==> src/rtl/oep_pkg.sv <==
package oep_pkg;

    typedef logic [7:0] oep_byte_t;

    typedef enum logic [1:0] {
        HS_NONE = 2'd0,
        HS_ACK  = 2'd1,
        HS_NAK  = 2'd2
    } oep_hs_e;

endpackage

==> src/rtl/oep_bank_mem.sv <==
module oep_bank_mem
    import oep_pkg::*;
#(
    parameter int NUM_BANKS  = 2,
    parameter int BANK_BYTES = 64,
    localparam int BW = (NUM_BANKS > 1) ? $clog2(NUM_BANKS) : 1,
    localparam int AW = (BANK_BYTES > 1) ? $clog2(BANK_BYTES) : 1
) (
    input  logic            clk,
    input  logic            wr_en_i,
    input  logic [BW-1:0]   wr_bank_i,
    input  logic [AW-1:0]   wr_addr_i,
    input  oep_byte_t       wr_data_i,
    input  logic [BW-1:0]   rd_bank_i,
    input  logic [AW-1:0]   rd_addr_i,
    output oep_byte_t       rd_data_o
);

    oep_byte_t bank_rd [NUM_BANKS];

    for (genvar b = 0; b < NUM_BANKS; b++) begin : g_bank
        oep_byte_t store_q [BANK_BYTES];

        always_ff @(posedge clk) begin
            if (wr_en_i && (wr_bank_i == BW'(b))) begin
                store_q[wr_addr_i] <= wr_data_i;
            end
        end

        assign bank_rd[b] = store_q[rd_addr_i];
    end

    always_comb begin
        rd_data_o = bank_rd[0];
        for (int b = 1; b < NUM_BANKS; b++) begin
            if (rd_bank_i == BW'(b)) begin
                rd_data_o = bank_rd[b];
            end
        end
    end

endmodule

==> src/rtl/oep_rx_fill.sv <==
module oep_rx_fill
    import oep_pkg::*;
#(
    parameter int NUM_BANKS  = 2,
    parameter int BANK_BYTES = 64,
    localparam int BW = (NUM_BANKS > 1) ? $clog2(NUM_BANKS) : 1,
    localparam int AW = (BANK_BYTES > 1) ? $clog2(BANK_BYTES) : 1,
    localparam int CW = $clog2(BANK_BYTES + 1)
) (
    input  logic                 clk,
    input  logic                 rst_n,
    input  logic                 rx_valid,
    input  oep_byte_t            rx_data,
    input  logic                 rx_eop,
    input  logic                 rx_good,
    input  logic [NUM_BANKS-1:0] full_i,
    output logic                 mem_we_o,
    output logic [BW-1:0]        mem_bank_o,
    output logic [AW-1:0]        mem_addr_o,
    output oep_byte_t            mem_data_o,
    output logic                 commit_o,
    output logic [BW-1:0]        commit_bank_o,
    output logic [CW-1:0]        commit_cnt_o,
    output logic                 hs_ack_o,
    output logic                 hs_nak_o
);

    localparam logic [CW-1:0] CNT_LIMIT = CW'(BANK_BYTES);
    localparam logic [BW-1:0] LAST_BANK = BW'(NUM_BANKS - 1);

    typedef struct packed {
        logic          in_pkt;
        logic          acc;
        logic [CW-1:0] wr_cnt;
        logic [BW-1:0] wr_bank;
        oep_hs_e       hs;
    } fill_st_t;

    fill_st_t st_d, st_q;
    logic     acc_now;

    always_comb begin
        st_d          = st_q;
        st_d.hs       = HS_NONE;
        mem_we_o      = 1'b0;
        commit_o      = 1'b0;
        commit_cnt_o  = st_q.wr_cnt;
        acc_now       = st_q.in_pkt ? st_q.acc : !full_i[st_q.wr_bank];

        if (rx_valid) begin
            st_d.in_pkt = 1'b1;
            st_d.acc    = acc_now;
            if (acc_now && (st_q.wr_cnt != CNT_LIMIT)) begin
                mem_we_o    = 1'b1;
                st_d.wr_cnt = st_q.wr_cnt + 1'b1;
            end
        end

        if (rx_eop) begin
            commit_cnt_o = st_d.wr_cnt;
            st_d.in_pkt  = 1'b0;
            st_d.acc     = 1'b0;
            st_d.wr_cnt  = '0;
            if (rx_good) begin
                if (acc_now) begin
                    st_d.hs  = HS_ACK;
                    commit_o = 1'b1;
                    if (NUM_BANKS > 1) begin
                        st_d.wr_bank = (st_q.wr_bank == LAST_BANK) ? '0
                                                                   : st_q.wr_bank + 1'b1;
                    end
                end else begin
                    st_d.hs = HS_NAK;
                end
            end
        end
    end

    always_ff @(posedge clk) begin
        if (!rst_n) begin
            st_q <= '{in_pkt: 1'b0, acc: 1'b0, wr_cnt: '0, wr_bank: '0, hs: HS_NONE};
        end else begin
            st_q <= st_d;
        end
    end

    assign mem_bank_o    = st_q.wr_bank;
    assign mem_addr_o    = st_q.wr_cnt[AW-1:0];
    assign mem_data_o    = rx_data;
    assign commit_bank_o = st_q.wr_bank;
    assign hs_ack_o      = (st_q.hs == HS_ACK);
    assign hs_nak_o      = (st_q.hs == HS_NAK);

    a_r2_hs_follows_good_eop: assert property (@(posedge clk) disable iff (!rst_n)
        (hs_ack_o || hs_nak_o) |-> $past(rx_eop && rx_good));

    a_r10_bad_packet_silent: assert property (@(posedge clk) disable iff (!rst_n)
        (rx_eop && !rx_good) |=> (!hs_ack_o && !hs_nak_o));

    a_r11_count_saturates: assert property (@(posedge clk) disable iff (!rst_n)
        st_q.wr_cnt <= CNT_LIMIT);

    a_r8_no_write_into_full: assert property (@(posedge clk) disable iff (!rst_n)
        mem_we_o |-> !full_i[mem_bank_o]);

endmodule

==> src/rtl/oep_cpu_view.sv <==
module oep_cpu_view #(
    parameter int NUM_BANKS  = 2,
    parameter int BANK_BYTES = 64,
    localparam int BW = (NUM_BANKS > 1) ? $clog2(NUM_BANKS) : 1,
    localparam int AW = (BANK_BYTES > 1) ? $clog2(BANK_BYTES) : 1,
    localparam int CW = $clog2(BANK_BYTES + 1)
) (
    input  logic                 clk,
    input  logic                 rst_n,
    input  logic                 commit_i,
    input  logic [BW-1:0]        commit_bank_i,
    input  logic [CW-1:0]        commit_cnt_i,
    input  logic                 flag_we_i,
    input  logic                 rxout_wd_i,
    input  logic                 bank_wd_i,
    input  logic                 ie_we_i,
    input  logic                 ie_wd_i,
    input  logic                 rd_i,
    output logic [NUM_BANKS-1:0] full_o,
    output logic [BW-1:0]        rd_bank_o,
    output logic [AW-1:0]        rd_addr_o,
    output logic                 rxout_o,
    output logic                 bankf_o,
    output logic                 ie_o,
    output logic [CW-1:0]        remain_o,
    output logic                 read_ok_o,
    output logic                 irq_o
);

    localparam logic [BW-1:0] LAST_BANK = BW'(NUM_BANKS - 1);

    typedef struct packed {
        logic [NUM_BANKS-1:0]         full;
        logic [NUM_BANKS-1:0][CW-1:0] cnt;
        logic [BW-1:0]                rd_bank;
        logic [CW-1:0]                rd_ptr;
        logic                         rxout;
        logic                         bankf;
        logic                         ie;
    } view_st_t;

    view_st_t st_d, st_q;
    logic     release_req;
    logic     pop;

    always_comb begin
        remain_o  = st_q.bankf ? (st_q.cnt[st_q.rd_bank] - st_q.rd_ptr) : '0;
        read_ok_o = (remain_o != '0);
    end

    always_comb begin
        st_d        = st_q;
        release_req = st_q.bankf && flag_we_i && !bank_wd_i;
        pop         = rd_i && read_ok_o;

        if (commit_i) begin
            st_d.full[commit_bank_i] = 1'b1;
            st_d.cnt[commit_bank_i]  = commit_cnt_i;
        end

        if (ie_we_i) begin
            st_d.ie = ie_wd_i;
        end

        if (flag_we_i && !rxout_wd_i) begin
            st_d.rxout = 1'b0;
        end

        if (pop) begin
            st_d.rd_ptr = st_q.rd_ptr + 1'b1;
        end

        if (release_req) begin
            st_d.full[st_q.rd_bank] = 1'b0;
            st_d.rd_ptr             = '0;
            st_d.bankf              = 1'b0;
            st_d.rxout              = 1'b0;
            if (NUM_BANKS > 1) begin
                st_d.rd_bank = (st_q.rd_bank == LAST_BANK) ? '0 : st_q.rd_bank + 1'b1;
            end
        end else if (!st_q.bankf && st_q.full[st_q.rd_bank]) begin
            st_d.bankf  = 1'b1;
            st_d.rxout  = 1'b1;
            st_d.rd_ptr = '0;
        end
    end

    always_ff @(posedge clk) begin
        if (!rst_n) begin
            st_q <= '0;
        end else begin
            st_q <= st_d;
        end
    end

    assign full_o    = st_q.full;
    assign rd_bank_o = st_q.rd_bank;
    assign rd_addr_o = st_q.rd_ptr[AW-1:0];
    assign rxout_o   = st_q.rxout;
    assign bankf_o   = st_q.bankf;
    assign ie_o      = st_q.ie;
    assign irq_o     = st_q.rxout && st_q.ie;

    a_r4_ack_keeps_bank: assert property (@(posedge clk) disable iff (!rst_n)
        (bankf_o && flag_we_i && bank_wd_i) |=> bankf_o);

    a_r5_pop_decrements: assert property (@(posedge clk) disable iff (!rst_n)
        (rd_i && read_ok_o && !flag_we_i) |=> (remain_o == $past(remain_o) - 1'b1));

    a_r5_empty_read_ignored: assert property (@(posedge clk) disable iff (!rst_n)
        (rd_i && !read_ok_o && !flag_we_i && bankf_o) |=> $stable(remain_o));

    a_r9_no_set_by_write: assert property (@(posedge clk) disable iff (!rst_n)
        (!rxout_o && !bankf_o && !full_o[rd_bank_o]) |=> !rxout_o);

    a_r6_release_drops_flags: assert property (@(posedge clk) disable iff (!rst_n)
        (bankf_o && flag_we_i && !bank_wd_i) |=> (!bankf_o && !rxout_o));

endmodule

==> src/rtl/usb_out_ep_buf.sv <==
module usb_out_ep_buf
    import oep_pkg::*;
#(
    parameter int NUM_BANKS  = 2,
    parameter int BANK_BYTES = 64,
    localparam int BW = (NUM_BANKS > 1) ? $clog2(NUM_BANKS) : 1,
    localparam int AW = (BANK_BYTES > 1) ? $clog2(BANK_BYTES) : 1,
    localparam int CW = $clog2(BANK_BYTES + 1)
) (
    input  logic          clk,
    input  logic          rst_n,
    input  logic          rx_valid,
    input  logic [7:0]    rx_data,
    input  logic          rx_eop,
    input  logic          rx_good,
    output logic          hs_ack,
    output logic          hs_nak,
    input  logic          cpu_flag_we,
    input  logic          cpu_flag_rxout_wd,
    input  logic          cpu_flag_bank_wd,
    input  logic          cpu_ie_we,
    input  logic          cpu_ie_wd,
    input  logic          cpu_rd,
    output logic          rxout_flag,
    output logic          bank_flag,
    output logic          rxout_ie,
    output logic          read_ok,
    output logic [CW-1:0] byte_count,
    output logic [7:0]    rd_data,
    output logic          ep_irq
);

    logic [NUM_BANKS-1:0] full;
    logic                 mem_we;
    logic [BW-1:0]        mem_bank;
    logic [AW-1:0]        mem_addr;
    oep_byte_t            mem_data;
    logic                 commit;
    logic [BW-1:0]        commit_bank;
    logic [CW-1:0]        commit_cnt;
    logic [BW-1:0]        rd_bank;
    logic [AW-1:0]        rd_addr;

    oep_rx_fill #(
        .NUM_BANKS (NUM_BANKS),
        .BANK_BYTES(BANK_BYTES)
    ) u_fill (
        .clk          (clk),
        .rst_n        (rst_n),
        .rx_valid     (rx_valid),
        .rx_data      (rx_data),
        .rx_eop       (rx_eop),
        .rx_good      (rx_good),
        .full_i       (full),
        .mem_we_o     (mem_we),
        .mem_bank_o   (mem_bank),
        .mem_addr_o   (mem_addr),
        .mem_data_o   (mem_data),
        .commit_o     (commit),
        .commit_bank_o(commit_bank),
        .commit_cnt_o (commit_cnt),
        .hs_ack_o     (hs_ack),
        .hs_nak_o     (hs_nak)
    );

    oep_bank_mem #(
        .NUM_BANKS (NUM_BANKS),
        .BANK_BYTES(BANK_BYTES)
    ) u_mem (
        .clk      (clk),
        .wr_en_i  (mem_we),
        .wr_bank_i(mem_bank),
        .wr_addr_i(mem_addr),
        .wr_data_i(mem_data),
        .rd_bank_i(rd_bank),
        .rd_addr_i(rd_addr),
        .rd_data_o(rd_data)
    );

    oep_cpu_view #(
        .NUM_BANKS (NUM_BANKS),
        .BANK_BYTES(BANK_BYTES)
    ) u_view (
        .clk          (clk),
        .rst_n        (rst_n),
        .commit_i     (commit),
        .commit_bank_i(commit_bank),
        .commit_cnt_i (commit_cnt),
        .flag_we_i    (cpu_flag_we),
        .rxout_wd_i   (cpu_flag_rxout_wd),
        .bank_wd_i    (cpu_flag_bank_wd),
        .ie_we_i      (cpu_ie_we),
        .ie_wd_i      (cpu_ie_wd),
        .rd_i         (cpu_rd),
        .full_o       (full),
        .rd_bank_o    (rd_bank),
        .rd_addr_o    (rd_addr),
        .rxout_o      (rxout_flag),
        .bankf_o      (bank_flag),
        .ie_o         (rxout_ie),
        .remain_o     (byte_count),
        .read_ok_o    (read_ok),
        .irq_o        (ep_irq)
    );

    a_r3_irq_needs_flag: assert property (@(posedge clk) disable iff (!rst_n)
        ep_irq |-> (rxout_flag && rxout_ie));

    a_r2_flags_with_ack: assert property (@(posedge clk) disable iff (!rst_n)
        $rose(rxout_flag) |-> bank_flag);

endmodule

==> config.mk <==
export PLATFORM = sky130hd
export DESIGN_NAME = usb_out_ep_buf
export DESIGN_NICKNAME = d
export VERILOG_FILES = /design/src/rtl/oep_pkg.sv /design/src/rtl/oep_bank_mem.sv /design/src/rtl/oep_rx_fill.sv /design/src/rtl/oep_cpu_view.sv /design/src/rtl/usb_out_ep_buf.sv
export SDC_FILE = /design/constraint.sdc
export NUM_CORES = 1
export LEC_CHECK = 0
export BUFFER_PORTS_ARGS = -buffer_cell sky130_fd_sc_hd__buf_2
export CORE_MARGIN = 3
export CORE_UTILIZATION = 30
export CTS_CLUSTER_SIZE = 28
export DETAILED_ROUTE_END_ITERATION = 16
export GPL_TIMING_DRIVEN = 0
export REMOVE_ABC_BUFFERS = 1
export SYNTH_ARGS = -nofsm -noshare
export SYNTH_HDL_FRONTEND = slang
export SYNTH_SLANG_ARGS = --single-unit
==> constraint.sdc <==
create_clock -name clk -period 11.2 [get_ports clk]
set_clock_uncertainty 0.15 [all_clocks]
set_input_delay 3.36 -clock clk [delete_from_list [all_inputs] [get_ports clk]]
set_output_delay 3.36 -clock clk [all_outputs]
set_load 0.01 [all_outputs]
# After elaboration in Yosys (flattened, before gate mapping)
# Memory sizes are Yosys's and may differ from the RTL's. A register that Yosys moved wholly into a read port is not among the register bits.
# Index checks and enable logic that the tools add are counted.
# totals
mem_count	2
out_inout_bits	22
ramBits	1024
word_cells	93
input_bits	19
ff_bits	39
# op_classes
reduce_logical	22
magnitude_cmp	4
n_mux	39
bitwise_logic	5
addsub	5
eq_ne	3
# mem_list
name	words	word_bits	rd	rd_ports_with_merged_regs	write_ports	line_no	text
u_mem.g_bank[0].store_q	64	8	1	1	1	oep_bank_mem.sv:22	oep_byte_t store_q [BANK_BYTES];
u_mem.g_bank[1].store_q	64	8	1	1	1	oep_bank_mem.sv:22	
# ops
operator	count
$mux 7	7
$mux 6	4
$mux 1	19
$mux 16	1
$add 7x1->7 const B	2
$bwmux 14	1
$logic_and 1x1->1	11
$mux 8	1
$demux 7 s1	1
$ne 7x7->1 const B	1
$reduce_bool 7->1	1
$sub 7x7->7	1
$mux 2	3
$reduce_and 3->1	2
$logic_not 1->1	4
$lt 1x2->1 const B	2
$reduce_or 2->1	2
$reduce_or 3->1	1
$add 1x1->1 const B	2
$and 2x2->2	1
$demux 1 s1	2
$eq 2x1->1 const B	1
$eq 2x2->1 const B	1
$ge 1x1->1 const B	2
other kinds (4)	5

# Depth between registers and ports, before layout
# logic_depth
ltp_word	12
mapped_depth	12
ltp_nobuf	11

# By module
# Synthesis repeated with hierarchy kept, for this count alone.
# hier_totals
cells_unflattened	1926
area_unflattened_um2	42061.6
# by_module_without_submodules
module	cells_each	area_each_um2	instances	seq_area_each_um2
oep_bank_mem	1634	39542.9	1	30749.5
oep_cpu_view	187	1661.6	1	540.5
oep_rx_fill	105	857.1	1	240.2

# Least setup slack after synthesis
# No wires, ideal clock.
# synth_path
kind	register to output
start	reg u_view.st_q, in the netlist u_view.rd_bank_o
end	out read_ok
t_required_ns	7.690
arrival_ns	2.758
path_buffers	1
slack_ns	4.932
stages_incl_launch_ff	11
cell_sequence	dfxtp_1 clkbuf_1 mux2i_1 ha_1 inv_1 fa_1 a211o_1 o21ai_2 xnor2_1 o41ai_4 nand3_1
# synth_via
elab_chain_cells	5
# synth_rtl
item	line_no	text
from (decl)	oep_cpu_view.sv:42	view_st_t st_d, st_q;
from (signal assigned)	oep_cpu_view.sv:92	st_q <= st_d;
$mux 7 (implied by the code) (2 in series)	oep_cpu_view.sv:47	remain_o = st_q.bankf ? (st_q.cnt[st_q.rd_bank] - st_q.rd_ptr) : '0;
$sub 7x7->7	oep_cpu_view.sv:47	
$mux 7	oep_cpu_view.sv:47	
$reduce_bool 7->1	oep_cpu_view.sv:48	read_ok_o = (remain_o != '0);
to (decl)	usb_out_ep_buf.sv:27	output logic read_ok,
# Every way passes these cells. The select of a mux whose other input is x is not followed.

==> results.sh <==
export IMPL_status="completed"
export IMPL_power_w=0.00847
export IMPL_cts_tree="done"
export IMPL_synth_avg_cell_area_sq_um=19.2
export IMPL_synth_xor_xnor_area_share_pct=0.333
export IMPL_dp_slack_ps=3750
export IMPL_grt_pass1_wl_um=142000
export IMPL_wl_per_cell_um=22.8
export IMPL_drive_gt1_share_pct=21.8
export IMPL_timing_setup_tns_ps=0
export IMPL_async_reset_ff_share_pct=0
export IMPL_synth_area_mux_share_pct=13.8
export IMPL_pin_count=41
export IMPL_whs_ps=338
export IMPL_cp_max_fo=32
export IMPL_drt_met1_wl_um=38400
export IMPL_synth_simple_area_share_pct=3.75
export IMPL_synth_compound_area_share_pct=4.84
export IMPL_grt_max_degree=84
export IMPL_final_setup_worst_slack_ps=3080
export IMPL_fp_dieArea_sq_um=145000
export IMPL_grt_pass1_vias=21700
export IMPL_synth_top_cell_by_area="edfxtp_1"
export IMPL_n_antenna_cell=0
export IMPL_root_buffer="clkbuf_16"
export IMPL_fin_util_pct=34.7
export IMPL_endpoint_kind="primary output"
export IMPL_fmaxAchievable_mhz=123
export IMPL_initial_core_util_pct=30.4
export IMPL_yosysWarningCount=0
export IMPL_min_period_ps=8120
export IMPL_synth_top_cells_by_area="edfxtp_1 (73%), mux4_2 (10%), dfxtp_1 (2.1%)"
export IMPL_nets=2267
export IMPL_route_met3_wl_um=5640
export IMPL_final_common_cell="edfxtp_1"
export IMPL_track_usage_pct=12.9
export IMPL_fillers=12700
export IMPL_slew_headroom_pct=7.61
export IMPL_finalWirelength_um=95400
export IMPL_rsz0062_at_grt="false"
export IMPL_hold_path_class="register to register"
export IMPL_power_density_nw_per_um2=177
export IMPL_htree_levels=3
export IMPL_gp_congestion=0.812
export IMPL_synthFlopType="edfxtp_1"
export IMPL_clockBufferDepth=3
export IMPL_antenna_found_initial=1
export IMPL_synthToLayoutAreaGrowth_pct=14.2
export IMPL_hold_viol=0
export IMPL_highest_layer="met5"
export IMPL_dr_pass1_iters=6
export IMPL_io_buffers=40
export IMPL_die_w_um=380
export IMPL_ctsResizeCount=0
export IMPL_die_y_um=380
export IMPL_synth_area_sq_um=42000
export IMPL_vias_per_cell=4.99
export IMPL_synth_edff_count=1024
export IMPL_tightest_slew_ps=1380
export IMPL_cts_made_buffers=102
export IMPL_rows=136
export IMPL_dr_first_iter_drc_count=1856
export IMPL_synth_seq_cells=1069
export IMPL_ir_worst_vdd_v=0.000113
export IMPL_dp_final_hpwl_um=60600
export IMPL_synth_top_area_share_pct=73.2
export IMPL_post_cts_setup_buffer_count=0
export IMPL_drv_slew=0
export IMPL_clk_pin_slew_ps=70
export IMPL_coreArea_sq_um=138000
export IMPL_drc=0
export IMPL_final_antenna_net_count=0
export IMPL_grt_ovfl_total=0
export IMPL_mostFrequentLayoutCells="edfxtp_1 (1024), mux4_2 (192), nor2_1 (189), clkbuf_16 (104), a22oi_1 (81)"
export IMPL_startpoint_type="register"
export IMPL_ys_types=64
export IMPL_critPathKind="register to primary output"
export IMPL_clock_sinks=1069
export IMPL_hold_buffers=0
export IMPL_synth_cells=2194
export IMPL_synthAdderAreaFrac_pct=0.345
export IMPL_drv_cap=0
export IMPL_synth_top_family_by_area="multiplexers"
export IMPL_setup_viol=0
export IMPL_route_vias_total=20900
export IMPL_ys_seq_area_share_pct=75.3
export IMPL_leakage_nw=14.3
export IMPL_clkLatencyLatePin_ps=660
export IMPL_dr_wl_met2_um=48600
export IMPL_cp_required_ps=7690
export IMPL_worstPathArrival_ps=4610
export IMPL_finalCritPeriodShare_pct=72.5
## cell usage after synthesis (25+ instances only)
cell type / instances
mux4_2: 192
mux2i_1: 71
mux2_2: 69
nand3_1: 35
edfxtp_1: 1024
buf_2: 38
nor2_1: 192
nand2_1: 28
dfxtp_1: 45
o21ai_0: 48
a21oi_1: 25
a22oi_1: 81
clkbuf_1: 58
## cell families after synthesis
group / count (synthesis)
compound gates: 277
mux: 332
buf+inv: 144
simple gates: 345
fa+ha+maj: 11
xor+xnor: 16
flops: 1069
## report_power, final
part           leakage [nW]  switching (W)  internal [W]
clock                  1.64        0.00148       0.00196
combinational          3.12       0.000352      0.000272
sequential             9.57      0.0000202       0.00439
## flip-flops by register name, summed over array words and instances, names as in the netlist, named ones only
name and cells:
u_fill.mem_addr_o 6, u_view.rd_bank_o 1, u_fill.commit_bank_o 1, u_mem.g_bank.store_q 1024, u_view.ie_o 1, u_view.rd_addr_o 6
u_fill.st_q 5, u_view.rxout_o 1, u_view.st_q 1, u_view.bankf_o 1, u_view.full_o 2
## worst max-delay path, stage by stage, from the launching register on
cell      delay (ps)
dfxtp_4          480
buf_16           250
buf_16           210
nand2_1         1030
o22ai_1          270
a221o_1          340
o21ai_0          280
nor2_1           140
o221ai_1         590
buf_2            250
## layer usage
metal	global-route usage, %	vias up
met5	0	-
met4	4.52	2
met3	2.31	147
met2	22.3	691
met1	16.3	10900
li1	-	9090
## cell type report
type / count / area [sq um] / area share, %
sequential: 1069 / 31700 / 66.0
multi-input combinational: 981 / 9760 / 20.3
clock buffer: 116 / 2650 / 5.52
tap: 1863 / 2330 / 4.86
timing repair buffer: 62 / 790 / 1.65
clock inverter: 73 / 707 / 1.47
inverter: 21 / 78.8 / 0.164
## stage by stage
step | instances | area [sq um]
3_3_place_gp | 3974 | 44000
6_report | 4185 | 48000
4_1_cts | 4185 | 48000
3_5_place_dp | 3996 | 44600
5_1_grt | 4185 | 48000
2_1_floorplan | 2071 | 41400
## path summary, 6_finish.rpt
path              depth (start not counted)  slack (ps)                 start                        endpoint
setup reg to reg                          5        7060  u_fill.mem_addr_o[4]  u_mem.g_bank[1].store_q[29][1]
setup / recovery                          9        3080              register                      rd_data[6]
hold reg to reg                           2         340              register                        register
hold / removal                            2         340              register                        register
(Power assumes the default switching activity.)
